**src/rtl/rv_pkg.sv**
```systemverilog
package rv_pkg;

    localparam int RV_DEF_W = 8;

    // Sender control flags
    typedef struct packed {
        logic have;   // token held
        logic seen;   // acknowledge observed
    } snd_flags_t;

    // Receiver control flags
    typedef struct packed {
        logic have;   // token held
        logic got;    // at least one value captured
    } rcv_flags_t;

    function automatic logic snd_offering(snd_flags_t f);
        return f.have & ~f.seen;
    endfunction

    function automatic logic snd_closing(snd_flags_t f);
        return f.have & f.seen;
    endfunction

endpackage

```
**src/rtl/rv_writer.sv**
```systemverilog
module rv_writer
    import rv_pkg::*;
#(
    parameter int DATA_W = RV_DEF_W
) (
    input  logic                     clk,
    input  logic                     rst,
    input  logic                     tok_in,
    output logic                     tok_out,
    input  logic                     ack_in,
    input  logic signed [DATA_W-1:0] data_in,
    output logic                     offer_vld,
    output logic signed [DATA_W-1:0] offer_data
);

    snd_flags_t              flg_q, flg_d;
    logic signed [DATA_W-1:0] val_q;

    always_comb begin
        flg_d     = flg_q;
        tok_out   = 1'b0;
        offer_vld = 1'b0;
        if (snd_offering(flg_q)) begin
            flg_d.have = 1'b1;
            flg_d.seen = ack_in;
            offer_vld  = 1'b1;
        end else if (snd_closing(flg_q)) begin
            flg_d   = '0;
            tok_out = 1'b1;
        end else begin
            flg_d.have = tok_in;
            flg_d.seen = ack_in;
        end
    end

    assign offer_data = offer_vld ? val_q : '0;

    always_ff @(posedge clk) begin
        if (rst) begin
            flg_q <= '0;
            val_q <= '0;
        end else begin
            flg_q <= flg_d;
            val_q <= data_in;
        end
    end

endmodule

```
**src/rtl/rv_link.sv**
```systemverilog
module rv_link
    import rv_pkg::*;
#(
    parameter int DATA_W = RV_DEF_W
) (
    input  logic                     up_vld,
    input  logic signed [DATA_W-1:0] up_data,
    output logic                     up_ack,
    output logic                     dn_vld,
    output logic signed [DATA_W-1:0] dn_data,
    input  logic                     dn_ack
);

    assign dn_vld  = up_vld;
    assign dn_data = up_data;
    assign up_ack  = dn_ack;

endmodule

```
**src/rtl/rv_reader.sv**
```systemverilog
module rv_reader
    import rv_pkg::*;
#(
    parameter int DATA_W = RV_DEF_W
) (
    input  logic                     clk,
    input  logic                     rst,
    input  logic                     tok_in,
    output logic                     tok_out,
    input  logic                     in_vld,
    input  logic signed [DATA_W-1:0] in_data,
    output logic                     ack_out,
    output logic                     out_vld,
    output logic signed [DATA_W-1:0] out_data
);

    rcv_flags_t               flg_q, flg_d;
    logic signed [DATA_W-1:0] val_q, val_d;
    logic                     take;

    assign take    = flg_q.have & in_vld;
    assign ack_out = take;
    assign tok_out = take;

    always_comb begin
        flg_d = flg_q;
        val_d = val_q;
        if (take) begin
            flg_d.have = 1'b0;
            flg_d.got  = 1'b1;
            val_d      = in_data;
        end else if (!flg_q.have) begin
            flg_d.have = tok_in;
        end
    end

    always_ff @(posedge clk) begin
        if (rst) begin
            flg_q <= '0;
            val_q <= '0;
        end else begin
            flg_q <= flg_d;
            val_q <= val_d;
        end
    end

    assign out_vld  = flg_q.got;
    assign out_data = val_q;

endmodule

```
**src/rtl/rv_rendezvous.sv**
```systemverilog
module rv_rendezvous
    import rv_pkg::*;
#(
    parameter int DATA_W = RV_DEF_W
) (
    input  logic                     clk,
    input  logic                     rst,
    input  logic                     wr_tok_in,
    input  logic signed [DATA_W-1:0] wr_data_in,
    output logic                     wr_tok_out,
    input  logic                     rd_tok_in,
    output logic                     rd_tok_out,
    output logic                     rd_vld_out,
    output logic signed [DATA_W-1:0] rd_data_out,
    output logic                     ch_vld,
    output logic signed [DATA_W-1:0] ch_data,
    output logic                     ch_ack
);

    logic                     snd_vld, snd_ack, rcv_vld, rcv_ack;
    logic signed [DATA_W-1:0] snd_data, rcv_data;

    rv_writer #(.DATA_W(DATA_W)) u_snd (
        .clk        (clk),
        .rst        (rst),
        .tok_in     (wr_tok_in),
        .tok_out    (wr_tok_out),
        .ack_in     (snd_ack),
        .data_in    (wr_data_in),
        .offer_vld  (snd_vld),
        .offer_data (snd_data)
    );

    rv_link #(.DATA_W(DATA_W)) u_link (
        .up_vld  (snd_vld),
        .up_data (snd_data),
        .up_ack  (snd_ack),
        .dn_vld  (rcv_vld),
        .dn_data (rcv_data),
        .dn_ack  (rcv_ack)
    );

    rv_reader #(.DATA_W(DATA_W)) u_rcv (
        .clk      (clk),
        .rst      (rst),
        .tok_in   (rd_tok_in),
        .tok_out  (rd_tok_out),
        .in_vld   (rcv_vld),
        .in_data  (rcv_data),
        .ack_out  (rcv_ack),
        .out_vld  (rd_vld_out),
        .out_data (rd_data_out)
    );

    assign ch_vld  = snd_vld;
    assign ch_data = snd_data;
    assign ch_ack  = snd_ack;

endmodule

```
**config.mk**
```make
export PLATFORM = sky130hd
export DESIGN_NAME = rv_rendezvous
export DESIGN_NICKNAME = d
export VERILOG_FILES = /design/src/rtl/rv_pkg.sv /design/src/rtl/rv_writer.sv /design/src/rtl/rv_link.sv /design/src/rtl/rv_reader.sv /design/src/rtl/rv_rendezvous.sv
export SDC_FILE = /design/constraint.sdc
export NUM_CORES = 1
export LEC_CHECK = 0
export BUFFER_PORTS_ARGS = -buffer_cell sky130_fd_sc_hd__buf_2
export CORE_MARGIN = 4
export CORE_UTILIZATION = 49
export DETAILED_ROUTE_END_ITERATION = 6
export HOLD_SLACK_MARGIN = 0.15
export PLACE_DENSITY = 0.89
export SLEW_MARGIN = 5
export SYNTH_ARGS = -nofsm -noshare
export SYNTH_HDL_FRONTEND = slang
export SYNTH_SLANG_ARGS = --single-unit
```
**constraint.sdc**
```tcl
create_clock -name clk -period 2.7 [get_ports clk]
set_input_delay 0.405 -clock clk [delete_from_list [all_inputs] [get_ports clk]]
set_output_delay 0.405 -clock clk [all_outputs]
set_load 0.02 [all_outputs]
```
==> results of run 1 <==
## cell families after synthesis
logic type,after synthesis
simple gates,39
flops,20
mux,8
buf+inv,7
compound gates,2
## cells in the mapped netlist (all sizes together)
cell type,instances,area (um^2)
and2,9,57.56
nor3,1,10.01
and2b,1,7.510
buf,5,48.80
clkbuf,2,7.510
and3b,1,8.760
mux2i,8,80.08
dfxtp,20,400.4
o21ba,2,20.02
nor2,1,3.750
nor2b,10,62.56
nand2b,16,100.1
## power groups by stage
stage	registers [W]	logic, W	clock network [W]
detailed placement	0.000320	0.0000656	0
global route	0.000315	0.0000716	0.000145
global placement	0.000319	0.0000641	0
finish	0.000313	0.0000648	0.000133
floorplan	0.000323	0.0000471	0
CTS	0.000313	0.0000656	0.000136
## worst max-delay path: stages, from the launching register on
cell and delay, ps:
dfxtp_1 370, and3b_1 580, buf_2 280
## final timing paths
check,endpoint,from
worst max-delay path,ch_ack,u_snd.flg_q[1]
worst min-delay path,u_snd.val_q[5],wr_data_in[5]
worst max register to register,u_rcv.out_data[5],u_snd.flg_q[1]
worst min register to register,u_rcv.out_data[4],u_rcv.out_data[4]
## per-stage QoR
step,hold WS [ps],total power (W)
floorplan,446.9,0.0003697
global placement,452.1,0.0003832
detailed placement,463.2,0.0003860
CTS,314.8,0.0005155
global route,324.5,0.0005315
finish,316.8,0.0005115
## metal layers
layer | part of all wire | routed length [um]
met5 | 0 | 0
met3 | 0.061 | 85
met1 | 0.40 | 560
met2 | 0.53 | 737
met4 | 0.014 | 19
## cell type report
cell class | count | area, um^2 | share of cell area
Multi-Input combinational cell | 49 | 350.3 | 0.3675
Sequential cell | 20 | 400.4 | 0.4199
Tap cell | 16 | 20.02 | 0.02100
Clock buffer | 3 | 22.52 | 0.02362
Timing Repair Buffer | 32 | 160.2 | 0.1680
## state kept, by name, indices dropped and copies added, names as in the netlist
| name | count |
|---|---|
| u_rcv.flg_q | 1 |
| u_snd.val_q | 8 |
| u_rcv.out_data | 8 |
| u_rcv.out_vld | 1 |
| u_snd.flg_q | 2 |
==> impl_metrics.ini, run 1 <==
[clock_tree]
clkLatencyLatePin_ps = 290
h-tree-depth = 1
clk_pin_slew_ps = 100
ctsHoldBuffers = 0
clockRootBuffer = clkbuf_4
cts_tree = built
cts_setup_buffers = 0
cts_sinks = 20
cts_resized = 0
ctsLongestPathBuffers = 2
cts_buffers = 3

[detailed_routing]
dr.pass1.iters = 4
postRouteAntennaNets = 0
initialDrtViolationCount = 3
vias = 571
drc = 0
drt-total-wl_um = 1403
vias_per_cell = 4.758
wire_per_inst_um = 11.69

[floorplan]
ios = 33
die_w_um = 48.59
start_util = 0.5296
die_area_um2 = 2361
fp.dieH_um = 48.59
core_area_um2 = 1524
rows = 14

[place]
port_buffers = 32
place_ws_ps = 1087
dpl_cell_area_um2 = 930.9
dp_cells = 117
gp_routability_congestion = 0.6510

[synthesis]
synth_fa_ha_area_frac = 0
synth_top_family_by_area = simple AND/OR/NAND/NOR gates
netlist_instances = 76
syn-num-nets = 88
synth-simple-area-share = 0.3101
avgSynthCellArea_um2 = 10.62
synth_compound_area_frac = 0.02481
synth-seq-cells = 20
synthMuxAreaShare = 0.09922
seq_area_frac_synth = 0.4961
synth_area_um2 = 807.0
ys_warn_count = 0
synthXorXnorAreaFrac = 0
synthDistinctLibCells = 17

[global_route]
track_usage = 0.1258
busiest_layer = met2
gr-usage-met3 = 0.03988
gr-usage-met2 = 0.2239
met1_usage = 0.1281
grt_pass1_vias = 577
antenna_found_initial = 0
grt_max_degree = 29
grt_remaining_overflow = 0
grt_pass1_wl_um = 2380

[worst_setup_path]
worst-path-max-fanout = 13
cp_data_arrival_time_ps = 1520
ff2ff_path_depth = 2
cp-start-kind = flip-flop
ff2ff_setup_slack_ps = 1420
critPathRequiredTime_ps = 2300
cp-end-kind = output pin
worstSetupPathType = flip-flop to output pin

[finish]
fin_util = 0.6256
layout-drive-gt1-share = 0.3654
final_common_cell = buf_2
n_antenna_cell = 0
final_nets = 118
final_cells = 120
filler_cell_count = 128
final_cell_area_um2 = 953.4
final_cell_mix = buf_2, dfxtp_1, nand2b_1
synthToLayoutAreaGrowth_pct = 18.14

[timing]
layout_setup_ws_ps = 772.7
rsz0062_at_grt = no
skew_ps = 3.943
hold_viol_final = 0
slew_violations = 0
tightest_slew_ps = 635.3
fin_crit_sh = 0.7138
fin_tns_setup_ps = 0
fmax_mhz = 518.9
post-route-min-period_ps = 1927
setup_viol = 0
max_slew_margin = 0.5765

[power]
p_clk_frac = 0.261
seq_power_share = 0.613
p_per_area_nw_per_um2 = 536.5
p_comb_frac = 0.127
irDropWorstVdd_mv = 0.3697
leakage_nw = 0.4581
p_switching_w = 0.0001226
p_int_w = 0.0003889
p_sw_frac = 0.2397

[job]
maxCapViolCount = 0

[min_path]
min_path_type = input pin to flip-flop
holdPathStages = 2

[status]
status = finished, final reports clean
(Power assumes the default switching activity.)
==> run 2: changes to the inputs <==
--- a/config.mk
+++ b/config.mk
@@ -5,12 +5,13 @@
 export SDC_FILE = /design/constraint.sdc
 export NUM_CORES = 1
 export LEC_CHECK = 0
+export ABC_AREA = 1
 export BUFFER_PORTS_ARGS = -buffer_cell sky130_fd_sc_hd__buf_2
 export CORE_MARGIN = 4
-export CORE_UTILIZATION = 49
+export CORE_UTILIZATION = 44
 export DETAILED_ROUTE_END_ITERATION = 6
 export HOLD_SLACK_MARGIN = 0.15
-export PLACE_DENSITY = 0.89
+export PLACE_DENSITY = 0.83
 export SLEW_MARGIN = 5
 export SYNTH_ARGS = -nofsm -noshare
 export SYNTH_HDL_FRONTEND = slang
==> constraint.sdc (replaced) <==
create_clock -name clk -period 1.9 [get_ports clk]
set_input_delay 0.285 -clock clk [delete_from_list [all_inputs] [get_ports clk]]
set_output_delay 0.285 -clock clk [all_outputs]
set_load 0.02 [all_outputs]
==> impl_metrics.ini, run 2 <==
[min_path]
min-delay-start = wr_data_in[7]
min_path_type = input pin to flip-flop
whs_endpoint = u_snd.val_q[7]
holdPathStages = 3

[synthesis]
synth_fa_ha_area_frac = 0
avgSynthCellArea_um2 = 7.797
synth_area_um2 = 740.7
syn-num-nets = 107
synth_most_common_cell = dfxtp_1
synthDistinctLibCells = 18
seq_area_frac_synth = 0.5405
synth_top_cell_area_share = 0.5405
netlist_top_cells_area = dfxtp_1, inv_1, nor2_1, nand2_1, nand3_1
netlist_instances = 95
ys_warn_count = 0
synth_compound_area_frac = 0.02534
yosysTopAreaCell = dfxtp_1
async_flop_share = 0
synth-simple-area-share = 0.2905
synth_commonest_cells = dfxtp_1, inv_1, nor2_1
synth-main-ff-cell = dfxtp_1
synthXorXnorAreaFrac = 0
synth_top_family_by_area = simple AND/OR/NAND/NOR gates
synthMuxAreaShare = 0
synth-seq-cells = 20
synth_edf_count = 0

[timing]
fin_tns_setup_ps = 0
tightest_slew_ps = 293.3
skew_ps = 5.258
rsz0062_at_grt = no
slew_violations = 0
fmax_mhz = 615.9
hold_viol_final = 0
setup_viol = 0
fin_crit_sh = 0.8546
post-route-min-period_ps = 1624
max_slew_margin = 0.8045

[detailed_routing]
drt-total-wl_um = 1543
vias_per_cell = 4.646
dr.pass1.iters = 4
drc = 0
vias = 669
wire_per_inst_um = 10.72
postRouteAntennaNets = 0
initialDrtViolationCount = 4

[global_route]
grt_max_degree = 14
grt_pass1_vias = 584
antenna_found_initial = 0
grt_remaining_overflow = 0
track_usage = 0.1354
grt_pass1_wl_um = 2511

[clock_tree]
cts_tree = built
clkLatencyLatePin_ps = 300
cts_sinks = 20
cts_buffers = 3
clockRootBuffer = clkbuf_4
cts_resized = 0
cts_setup_buffers = 0
ctsLongestPathBuffers = 2
h-tree-depth = 1
clk_pin_slew_ps = 110
ctsHoldBuffers = 0

[floorplan]
fp.dieH_um = 49.03
rows = 14
die_area_um2 = 2404
core_area_um2 = 1541
ios = 33
start_util = 0.4805
die_w_um = 49.03

[place]
gp_routability_congestion = 0.8329
dpl_cell_area_um2 = 897.1
dpl.hpwl_um = 1204
port_buffers = 32
dp_cells = 140

[worst_setup_path]
reg2reg_to = u_rcv.out_data[7]
rr_startpoint = u_snd.flg_q[1]
ff2ff_path_depth = 4
cp-end-kind = output pin
critPathRequiredTime_ps = 1620
worstSetupPathType = flip-flop to output pin
worst-path-max-fanout = 8
cp_data_arrival_time_ps = 1340
ff2ff_setup_slack_ps = 800
cp-start-kind = flip-flop

[finish]
final_cells = 144
final_cell_mix = buf_2, dfxtp_1, inv_1, nor2_1, nand2_1
final_nets = 141
synthToLayoutAreaGrowth_pct = 26.01
layout-drive-gt1-share = 0.3594
n_antenna_cell = 0
final_cell_area_um2 = 933.4
final_common_cell = buf_2

[power]
p_per_area_nw_per_um2 = 837.5
irDropWorstVdd_mv = 0.4050
p_clk_frac = 0.313
p_comb_frac = 0.113
leakage_nw = 0.5410
seq_power_share = 0.574
p_switching_w = 0.0001972
p_int_w = 0.0005845
p_sw_frac = 0.2523

[job]
maxCapViolCount = 0

[status]
status = finished, final reports clean
==> run 2: cell types whose count changed after synthesis, sizes merged, moves of 9 or more <==
cell    delta
nor2b     -10
inv       +22
nor2      +19
and2       -9
nand2b    -16
nand2     +16
==> run 2: how the worst max path moves through the flow <==
stage / start / to / slack [ps]
final: u_snd.flg_q[1] / ch_data[2] / 280
after floorplan: u_snd.flg_q[1] / ch_data[0] / 520
after CTS: u_snd.flg_q[1] / ch_data[2] / 290
after detailed placement: u_snd.flg_q[1] / ch_data[3] / 640
after global placement: u_snd.flg_q[1] / ch_data[0] / 690
after global routing: u_snd.flg_q[1] / ch_data[3] / 180
==> run 2: cell families (layout without fill, tap and decap cells) <==
group	after synthesis	after routing
buf+inv	25	58
compound gates	3	3
simple gates	47	47
flops	20	20
==> run 2: layout make-up <==
type / count / area, um^2
clock buffer: 4 / 36.28
fill: 143 / 608.1
inverter: 22 / 82.58
multi-input combinational: 50 / 234.0
sequential: 20 / 400.4
tap: 16 / 20.02
timing repair buffer: 32 / 160.2
==> run 2: worst max-delay path, cell delays in order, from the launching register on <==
cell and delay [ps]:
dfxtp_1 430, inv_1 80, nor2_2 150, inv_2 100, nor2_1 100, buf_2 170
==> run 2: layer usage <==
metal,GRT usage,vias up,routed length (um)
met5,0,-,0
met1,0.1493,291,629
met2,0.2152,27,716
met3,0.02752,7,123
li1,-,344,-
met4,0.1211,0,74
==> run 2: power by group through the flow <==
| stage | Combinational [W] | Clock, W | Sequential, W |
|---|---|---|---|
| after global routing | 0.0000983 | 0.000266 | 0.000451 |
| after CTS | 0.0000896 | 0.000245 | 0.000449 |
| after floorplan | 0.0000536 | 0 | 0.000462 |
| after global placement | 0.0000861 | 0 | 0.000457 |
| after detailed placement | 0.0000890 | 0 | 0.000458 |
| final | 0.0000881 | 0.000245 | 0.000449 |
==> run 2: per-stage QoR <==
step,hold WS (ps),total power (W),setup slack [ps],utilization
3_5_place_dp,435.6,0.0005472,639.6,0.5820
5_1_grt,177.2,0.0008157,178.1,0.6055
2_1_floorplan,370.5,0.0005155,522.7,-
6_report,171.2,0.0007817,276.3,0.6055
3_3_place_gp,429.4,0.0005434,692.2,0.5820
4_1_cts,173.2,0.0007832,287.1,0.6055
==> run 3: changes to the inputs <==
--- a/config.mk
+++ b/config.mk
@@ -8,11 +8,13 @@
 export ABC_AREA = 1
 export BUFFER_PORTS_ARGS = -buffer_cell sky130_fd_sc_hd__buf_2
 export CORE_MARGIN = 4
-export CORE_UTILIZATION = 44
+export CORE_UTILIZATION = 47
+export CTS_BUF_LIST = sky130_fd_sc_hd__clkbuf_4 sky130_fd_sc_hd__clkbuf_8
 export DETAILED_ROUTE_END_ITERATION = 6
 export HOLD_SLACK_MARGIN = 0.15
-export PLACE_DENSITY = 0.83
+export PLACE_DENSITY = 0.88
 export SLEW_MARGIN = 5
 export SYNTH_ARGS = -nofsm -noshare
 export SYNTH_HDL_FRONTEND = slang
 export SYNTH_SLANG_ARGS = --single-unit
+export TNS_END_PERCENT = 5
==> impl_metrics.ini, run 3 (synthesis results as in run 2) <==
[status]
status = finished, final reports clean

[place]
dpl.hpwl_um = 1147
port_buffers = 32
place_ws_ps = 628.9
dp_cells = 140
gp_routability_congestion = 0.8320

[worst_setup_path]
rr_startpoint = u_snd.flg_q[1]
ff2ff_setup_slack_ps = 810
reg2reg_to = u_rcv.out_data[2]
cp_data_arrival_time_ps = 1320
critPathRequiredTime_ps = 1620
worst-path-max-fanout = 8
cp-start-kind = flip-flop
worstSetupPathType = flip-flop to output pin
cp-end-kind = output pin
ff2ff_path_depth = 4

[min_path]
whs_endpoint = u_snd.val_q[2]
min_path_type = input pin to flip-flop
min-delay-start = wr_data_in[2]
holdPathStages = 3

[finish]
final_nets = 141
synthToLayoutAreaGrowth_pct = 26.01
n_antenna_cell = 0
final_cell_mix = buf_2, dfxtp_1, inv_1, nor2_1, nand2_1
final_common_cell = buf_2
final_cells = 144
layout-drive-gt1-share = 0.3594

[timing]
skew_ps = 4.667
setup_viol = 0
max_slew_margin = 0.8056
post-route-min-period_ps = 1605
fin_crit_sh = 0.8448
tightest_slew_ps = 291.5
slew_violations = 0
fin_tns_setup_ps = 0
hold_viol_final = 0
fmax_mhz = 623.0
rsz0062_at_grt = no
layout_setup_ws_ps = 294.8
hold-worst-slack_ps = 188.3

[floorplan]
die_area_um2 = 2275
die_w_um = 47.70
core_area_um2 = 1506
start_util = 0.4917
ios = 33
fp.dieH_um = 47.70
rows = 14

[global_route]
grt_remaining_overflow = 0
grt_pass1_wl_um = 2221
grt_pass1_vias = 597
antenna_found_initial = 0
grt_max_degree = 14
track_usage = 0.1390

[clock_tree]
cts_setup_buffers = 0
h-tree-depth = 1
clk_pin_slew_ps = 100
ctsLongestPathBuffers = 2
cts_resized = 0
cts_buffers = 3
ctsHoldBuffers = 0
cts_tree = built
clkLatencyLatePin_ps = 290
clockRootBuffer = clkbuf_4
cts_sinks = 20

[detailed_routing]
dr.pass1.iters = 4
vias = 666
drt-total-wl_um = 1485
vias_per_cell = 4.625
drc = 0
wire_per_inst_um = 10.31
initialDrtViolationCount = 6
postRouteAntennaNets = 0

[power]
p_per_area_nw_per_um2 = 823.2
irDropWorstVdd_mv = 0.4118
leakage_nw = 0.5410

[job]
maxCapViolCount = 0
## run 3: cell counts in the layout (fill, tap and decap cells not counted)
Identical to the previous run, type by type.
## run 3: stage by stage
stage / util / instance area [um^2] / power (W)
2_1_floorplan: - / 740.7 / 0.0005155
3_3_place_gp: 0.5955 / 897.1 / 0.0005432
3_5_place_dp: 0.5955 / 897.1 / 0.0005471
4_1_cts: 0.6196 / 933.4 / 0.0007763
5_1_grt: 0.6196 / 933.4 / 0.0008103
6_report: 0.6196 / 933.4 / 0.0007684
## run 3: worst max-delay path by stage
stage	startpoint	endpoint	slack, ps	cells after the start
after floorplan	u_snd.flg_q[1]	ch_data[0]	520	4
after CTS	u_snd.flg_q[1]	ch_ack	290	3
after global placement	u_snd.flg_q[1]	ch_data[0]	670	5
after detailed placement	u_snd.flg_q[1]	ch_data[0]	630	5
after global routing	u_snd.flg_q[1]	ch_ack	200	3
final	u_snd.flg_q[1]	ch_data[2]	290	5
## run 3: routing by layer
metal / vias to the layer above / share of wire / global-route usage
met1: 290 / 0.40 / 0.1553
li1: 346 / - / -
met3: 8 / 0.070 / 0.03008
met4: 0 / 0.048 / 0.1129
met5: - / 0 / 0
met2: 22 / 0.48 / 0.2243
## run 3: area by class of cell
class / count / area [um^2]
Timing Repair Buffer: 32 / 160.2
Fill cell: 145 / 573.1
Multi-Input combinational cell: 50 / 234.0
Inverter: 22 / 82.58
Sequential cell: 20 / 400.4
Clock buffer: 4 / 36.28
Tap cell: 16 / 20.02
## run 3: power by group
group,leakage [nW],internal [W],switching [W]
sequential,0.164,0.000437,0.0000116
clock,0.0210,0.000117,0.000115
combinational,0.356,0.0000305,0.0000582
## run 3: worst max-delay path, stage by stage (launching register included)
cell and delay [ps]:
dfxtp_1 410, inv_1 80, nor2_2 140, inv_2 100, nor2_1 120, buf_2 180
